==> src/rtl/xcvr_pkg.sv <==
package xcvr_pkg;
  // Strobes from one direction's control to its datapath.
  typedef struct packed {
    logic follow;   // transparent: pass input and track it into storage
    logic capture;  // load storage on a data-clock falling edge
    logic drive;    // output enable after polarity and reset
  } xfer_strobe_t;
endpackage

==> src/rtl/path_ctrl.sv <==
module path_ctrl
  import xcvr_pkg::*;
#(
  parameter bit OE_ACTIVE_HIGH = 1'b1
) (
  input  logic         clk,
  input  logic         rstN,
  input  logic         oeIn,
  input  logic         leIn,
  input  logic         portClk,
  output xfer_strobe_t strobe
);
  logic clkQ;
  logic clkPrev;
  logic fallSeen;
  logic oeActive;

  always_ff @(posedge clk) begin
    if (!rstN) begin
      clkQ    <= 1'b0;
      clkPrev <= 1'b0;
    end else begin
      clkQ    <= portClk;
      clkPrev <= clkQ;
    end
  end

  assign fallSeen = clkPrev & ~clkQ;

  generate
    if (OE_ACTIVE_HIGH) begin : g_oeHigh
      assign oeActive = oeIn;
    end else begin : g_oeLow
      assign oeActive = ~oeIn;
    end
  endgenerate

  always_comb begin
    strobe.follow  = leIn;
    strobe.capture = fallSeen & ~leIn & rstN;
    strobe.drive   = oeActive & rstN;
  end

  // A capture strobe only follows a sampled high-then-low data clock.
  assert_capture_on_fall_R4: assert property (@(posedge clk) disable iff (!rstN)
    strobe.capture |-> (!$past(portClk) && $past(portClk, 2)));

  // A rising data clock never produces a capture on the next cycle.
  assert_no_rise_capture_R5: assert property (@(posedge clk) disable iff (!rstN)
    (!$past(portClk) && portClk) |=> !strobe.capture);
endmodule

==> src/rtl/path_store.sv <==
module path_store
  import xcvr_pkg::*;
#(
  parameter int WIDTH = 18
) (
  input  logic             clk,
  input  logic             rstN,
  input  xfer_strobe_t     strobe,
  input  logic [WIDTH-1:0] dataIn,
  output logic [WIDTH-1:0] dataOut,
  output logic             outEn
);
  localparam logic [WIDTH-1:0] ZERO_WORD = '0;

  logic [WIDTH-1:0] store;
  logic [WIDTH-1:0] selWord;
  logic             loadNow;

  assign loadNow = strobe.follow | strobe.capture;

  always_ff @(posedge clk) begin
    if (!rstN) begin
      store <= ZERO_WORD;
    end else if (loadNow) begin
      store <= dataIn;
    end
  end

  assign selWord = strobe.follow ? dataIn : store;
  assign dataOut = strobe.drive ? selWord : ZERO_WORD;
  assign outEn   = strobe.drive;

  assert_reset_clears_R1: assert property (@(posedge clk)
    !rstN |=> (store == ZERO_WORD));

  assert_hold_R3: assert property (@(posedge clk) disable iff (!rstN)
    (!strobe.follow && !strobe.capture) |=> $stable(store));

  assert_load_R4: assert property (@(posedge clk) disable iff (!rstN)
    strobe.capture |=> (store == $past(dataIn)));

  assert_track_R7: assert property (@(posedge clk) disable iff (!rstN)
    strobe.follow |=> (store == $past(dataIn)));
endmodule

==> src/rtl/dual_store_xcvr.sv <==
module dual_store_xcvr
  import xcvr_pkg::*;
#(
  parameter int WIDTH = 18
) (
  input  logic             clk,
  input  logic             rstN,
  input  logic [WIDTH-1:0] aIn,
  output logic [WIDTH-1:0] aOut,
  output logic             aEn,
  input  logic [WIDTH-1:0] bIn,
  output logic [WIDTH-1:0] bOut,
  output logic             bEn,
  input  logic             oeAtoB,
  input  logic             leAtoB,
  input  logic             clkAtoB,
  input  logic             oeBtoAN,
  input  logic             leBtoA,
  input  logic             clkBtoA
);
  xfer_strobe_t abStrobe;
  xfer_strobe_t baStrobe;

  path_ctrl #(.OE_ACTIVE_HIGH(1'b1)) uAbCtrl (
    .clk(clk), .rstN(rstN), .oeIn(oeAtoB), .leIn(leAtoB),
    .portClk(clkAtoB), .strobe(abStrobe)
  );

  path_store #(.WIDTH(WIDTH)) uAbStore (
    .clk(clk), .rstN(rstN), .strobe(abStrobe), .dataIn(aIn),
    .dataOut(bOut), .outEn(bEn)
  );

  path_ctrl #(.OE_ACTIVE_HIGH(1'b0)) uBaCtrl (
    .clk(clk), .rstN(rstN), .oeIn(oeBtoAN), .leIn(leBtoA),
    .portClk(clkBtoA), .strobe(baStrobe)
  );

  path_store #(.WIDTH(WIDTH)) uBaStore (
    .clk(clk), .rstN(rstN), .strobe(baStrobe), .dataIn(bIn),
    .dataOut(aOut), .outEn(aEn)
  );

  assert_quiet_in_reset_R1: assert property (@(posedge clk)
    !rstN |-> (!aEn && !bEn));

  assert_b_gate_R8: assert property (@(posedge clk) disable iff (!rstN)
    !oeAtoB |-> (!bEn && bOut == '0));

  assert_a_gate_low_R9: assert property (@(posedge clk) disable iff (!rstN)
    oeBtoAN |-> (!aEn && aOut == '0));

  assert_both_drive_R10: assert property (@(posedge clk) disable iff (!rstN)
    (oeAtoB && !oeBtoAN) |-> (aEn && bEn));
endmodule

==> config.mk <==
export PLATFORM = sky130hd
export DESIGN_NAME = dual_store_xcvr
export DESIGN_NICKNAME = d
export VERILOG_FILES = /design/src/rtl/xcvr_pkg.sv /design/src/rtl/path_ctrl.sv /design/src/rtl/path_store.sv /design/src/rtl/dual_store_xcvr.sv
export SDC_FILE = /design/constraint.sdc
export NUM_CORES = 1
export LEC_CHECK = 0
export ABC_AREA = 0
export BUFFER_PORTS_ARGS = -buffer_cell sky130_fd_sc_hd__buf_2
export CAP_MARGIN = 10
export CORE_UTILIZATION = 51
export CTS_BUF_LIST = sky130_fd_sc_hd__clkbuf_4
export CTS_CLUSTER_SIZE = 16
export DETAILED_ROUTE_END_ITERATION = 8
export HOLD_SLACK_MARGIN = 0.15
export PLACE_DENSITY = 0.88
export SETUP_SLACK_MARGIN = 0.02
export SLEW_MARGIN = 20
export SYNTH_ARGS = -nofsm -noshare
export SYNTH_HDL_FRONTEND = slang
export SYNTH_SLANG_ARGS = --single-unit
==> constraint.sdc <==
create_clock -name clk -period 1.3 [get_ports clk]
set_input_delay 0.065 -clock clk [delete_from_list [all_inputs] [get_ports clk]]
set_output_delay 0.065 -clock clk [all_outputs]
set_load 0.05 [all_outputs]
# Word-level counts from Yosys, hierarchy flattened
# Index checks and enable logic that the tools add are counted.
# Widths: inputs -> output; s select.
[word_totals] word_cells=25 ff_bits=40 output_inout_bits=38
[op_classes] n_bitwise=15 muxes=4
[op_table] operator="$mux 18" count=4
[op_table] operator="$and 1x1->1" count=8
[op_table] operator="$not 1->1" count=5
[op_table] operator="$or 1x1->1" count=2

# Logic depth before layout (Yosys ltp)
[depth] ltp_word=5 depth_mapped=5 mapped_depth_nobuf=3

# By module
# A second synthesis with hierarchy kept.
[unflattened] cells_unflattened=260 area_unflattened_um2=2318.5
[by_module_without_submodules] mod="path_store" area_each_um2=1079.8 n_inst=2 cells_each=123 seq_area_each_um2=360.3
[by_module_without_submodules] mod="path_ctrl at uAbCtrl" area_each_um2=80.1 n_inst=1 cells_each=7 seq_area_each_um2=40.0
[by_module_without_submodules] mod="path_ctrl at uBaCtrl" area_each_um2=78.8 n_inst=1 cells_each=7 seq_area_each_um2=40.0

# Worst setup path after synthesis
# No wires, ideal clock.
[synth_path] path_type="input-to-output" startpoint="input port rstN" endpoint="output port aOut[10]" arrival_time_ns=1.231 path_stages=5 required_time_ns=1.235 setup_slack_ns=0.004 path_buffers=3 cell_sequence="buf_2 -> nand2b_1 -> buf_2 -> buf_2 -> nor2_1"
[synth_via] elab_chain_len=2
[synth_rtl] item="start: declaration" line_no="dual_store_xcvr.sv:7" text="input logic rstN,"
[synth_rtl] item="$and 1x1->1" line_no="path_ctrl.sv:41" text="strobe.drive = oeActive & rstN;"
[synth_rtl] item="$mux 18" line_no="path_store.sv:30" text="assign dataOut = strobe.drive ? selWord : ZERO_WORD;"
[synth_rtl] item="end: declaration" line_no="dual_store_xcvr.sv:9" text="output logic [WIDTH-1:0] aOut,"
# Every way passes these cells.

# Final worst setup path
[layout_path] startpoint="input port bIn[7]" endpoint="output port aOut[7]"
[layout_via] elab_chain_len=2
[layout_rtl] item="start: declaration" line_no="dual_store_xcvr.sv:11" text="input logic [WIDTH-1:0] bIn,"
[layout_rtl] item="$mux 18" line_no="path_store.sv:29" text="assign selWord = strobe.follow ? dataIn : store;"
[layout_rtl] item="$mux 18" line_no="path_store.sv:30"
# Every way passes these cells.

==> flow_summary.yaml <==
timing:
  finalClockSkew_ns: 0.003443
  hold_viol: 0
  slew-limit-headroom_pct: 62.74
  period_share_pct: 96.77
  period_minus_slack_ns: 1.258
  setup_viol: 0
  worst_pin_slew_ns: 0.5590
  clock.fmax_mhz: 794.9
  fin_setup_tns_ns: 0
  slew_violations: 0
  rsz0062_at_grt: "yes"
detailed_routing:
  viasPerCell: 4.885
  drt-pass1-iter-count: 4
  drtIter0Drc: 74
  totalWireLength_um: 5213
  drc: 0
  ant_nets: 0
  routedWlPerCell_um: 12.53
  vias: 2032
global_route:
  grt_max_degree: 43
  grt.total_usage_pct: 24.52
  grt_overflow: 0
  grt_pass1_vias: 1920
  antenna_found_initial: 0
  grt_pass1_wl_um: 8252
min_path:
  hp-class: "in2reg"
power_and_ir_drop:
  pwr-share-seq_pct: 50.4
  switchingPower_uw: 843.2
  p_leak_uw: 0.001551
  internal-power_uw: 1832
  power_density_mw_per_mm2: 883.0
  switching_share_pct: 31.52
  power_frac_clock_pct: 20.7
  ir_drop_uv: 562.2
  power_frac_comb_pct: 28.9
finish:
  synthToLayoutAreaGrowth_pct: 40.67
  antennaDiodeCount: 0
  post-route-util_pct: 75.19
  drive_gt1_share_pct: 26.50
  fin_nets: 410
floorplanning:
  std_cell_rows: 23
  die_x_um: 66.98
  ios: 82
  start_util_pct: 53.45
  dieArea_mm2: 0.004486
  dieHeight_um: 66.98
  coreArea_mm2: 0.004029
clock_tree:
  cts_tree: "done"
  insertion_delay_ns: 0.33
  cts_post_setup_buffers_inserted: 0
  clockBufferDepth: 2
  clockRootBuffer: "clkbuf_4"
  cts_made_buffers: 5
  cts_max_level: 2
  path_clk_slew_ns: 0.11
  cts_num_sinks: 40
worst_setup_path:
  critPathRequiredTime_ns: 1.24
  critPathMaxFanout: 2
  critPathLaunchType: "input pin"
  critPathCaptureType: "primary output"
  arrival_ns: 1.19
  critical_path_class: "in2out"
logic_synthesis:
  synthDominantCellAreaShare_pct: 37.19
  syn-cell-area_mm2: 0.002153
  ys_async_sr_fraction_pct: 0
  synth_compound_area_share_pct: 0.8135
  ys_top_cells_by_area: "dfxtp_1 (37%), mux2i_1 (33%), nand2_1 (13%), nor2_1 (6.3%), buf_6 (2.1%)"
  syn-num-nets: 296
  syn_area_per_cell_um2: 8.545
  synth_cell_type_count: 13
  synth_common_cells: "nand2_1 (73), mux2i_1 (72), dfxtp_1 (40), nor2_1 (36), buf_2 (8)"
  synthCells: 252
  ys_ff_latch: 40
  seq_area_frac_synth_pct: 37.19
  synth_top_family_by_area: "multiplexers"
  yosysMostFrequentCell: "nand2_1"
  synth_flop_cell: "dfxtp_1"
  yosys.area_share.simple_pct: 20.45
  yosys_warnings: 0
  synth_top_area_cell: "dfxtp_1"
  synth-edff-count: 0
  synthMuxAreaShare_pct: 33.47
  synth_adder_area_share_pct: 0
  synth-xor-area-share_pct: 0
run_status:
  status: "finished, final reports clean"
placed_design:
  dp_hpwl_um: 3042
  gp_congestion: 0.6388
  port_buffers: 81
flow_run:
  cap_viol_max_count: 0
metrics by stage:
stage | instance area (um2) | power (uW) | cells | hold slack [ns] | setup WS (ns)
after CTS | 2988 | 2683 | 416 | 0.2694 | 0.05831
after floorplan | 2156 | 1875 | 252 | 0.1923 | 0.004370
after global routing | 3029 | 2834 | 416 | 0.2834 | 0.01221
after detailed placement | 2562 | 2041 | 371 | 0.2829 | 0.1590
after global placement | 2562 | 2020 | 371 | 0.2807 | 0.1864
final | 3029 | 2675 | 416 | 0.2884 | 0.04194
placed cells by master, fill, tap and decap left out:
cell type	count
mux2i_1	72
clkinv_1	2
buf_4	11
nand2b_1	1
a21oi_2	2
nor2_1	35
buf_12	3
buf_6	1
buf_2	66
inv_1	4
and2_1	4
dlygate4sd3_1	38
clkbuf_4	13
dfxtp_1	40
nand2_1	73
nor2_2	1
final cells by class:
type / instances / area, um2
clock buffer: 5 / 37.54
clock inverter: 2 / 7.507
fill: 276 / 999.7
inverter: 4 / 15.01
multi-input combinational: 188 / 1181
sequential: 40 / 800.8
tap: 50 / 62.56
timing repair buffer: 127 / 924.6
flip-flops by register name (all words and copies together), names as in the netlist:
name and count:
uAbCtrl.clkPrev 1, uAbCtrl.clkQ 1, uAbStore.store 18, uBaCtrl.clkPrev 1, uBaCtrl.clkQ 1, uBaStore.store 18
worst max-delay path, cell delays in order:
cell	delay, ns
dlygate4sd3_1	0.54
buf_2	0.14
mux2i_1	0.18
nor2_1	0.06
clkbuf_4	0.21
layer usage:
| layer | global-route usage, % | vias up | part of all wire, % |
|---|---|---|---|
| met5 | 0 | - | 0 |
| met4 | 9.309 | 0 | 0.96 |
| li1 | - | 1043 | - |
| met3 | 7.192 | 6 | 5.6 |
| met1 | 26.13 | 911 | 41 |
| met2 | 44.82 | 72 | 52 |
what timing repair did:
action	in CTS	in global routing
hold endpoints to repair	38	0
resized for setup	0	23
hold buffers	38	0
setup endpoints to repair	0	15
worst paths after layout:
kind	from	endpoint	slack (ns)	depth (start not counted)
min reg2reg	uAbStore.store[7]$_SDFFE_PN0P_	uAbStore.store[7]$_SDFFE_PN0P_	0.47	2
max reg2reg	uBaCtrl.clkQ$_SDFF_PN0_	uBaStore.store[11]$_SDFFE_PN0P_	0.26	4
max	bIn[7]	aOut[7]	0.04	5
min	rstN	uBaStore.store[1]$_SDFFE_PN0P_	0.29	4
cell families (layout without fill, tap and decap cells):
logic type	count (synthesis)	after routing
buffers and inverters	24	138
DFF	40	40
muxes	72	72
and+or+nand+nor	114	114
AOI/OAI and AO/OA	2	2
power by group through the flow:
stage	Combinational (uW)	Clock (uW)	Sequential (uW)
CTS	753	582	1350
global placement	648	0	1370
floorplan	510	0	1370
global route	832	643	1360
detailed placement	664	0	1380
finish	772	553	1350
No activity file was read; power rests on OpenSTA's default activity.
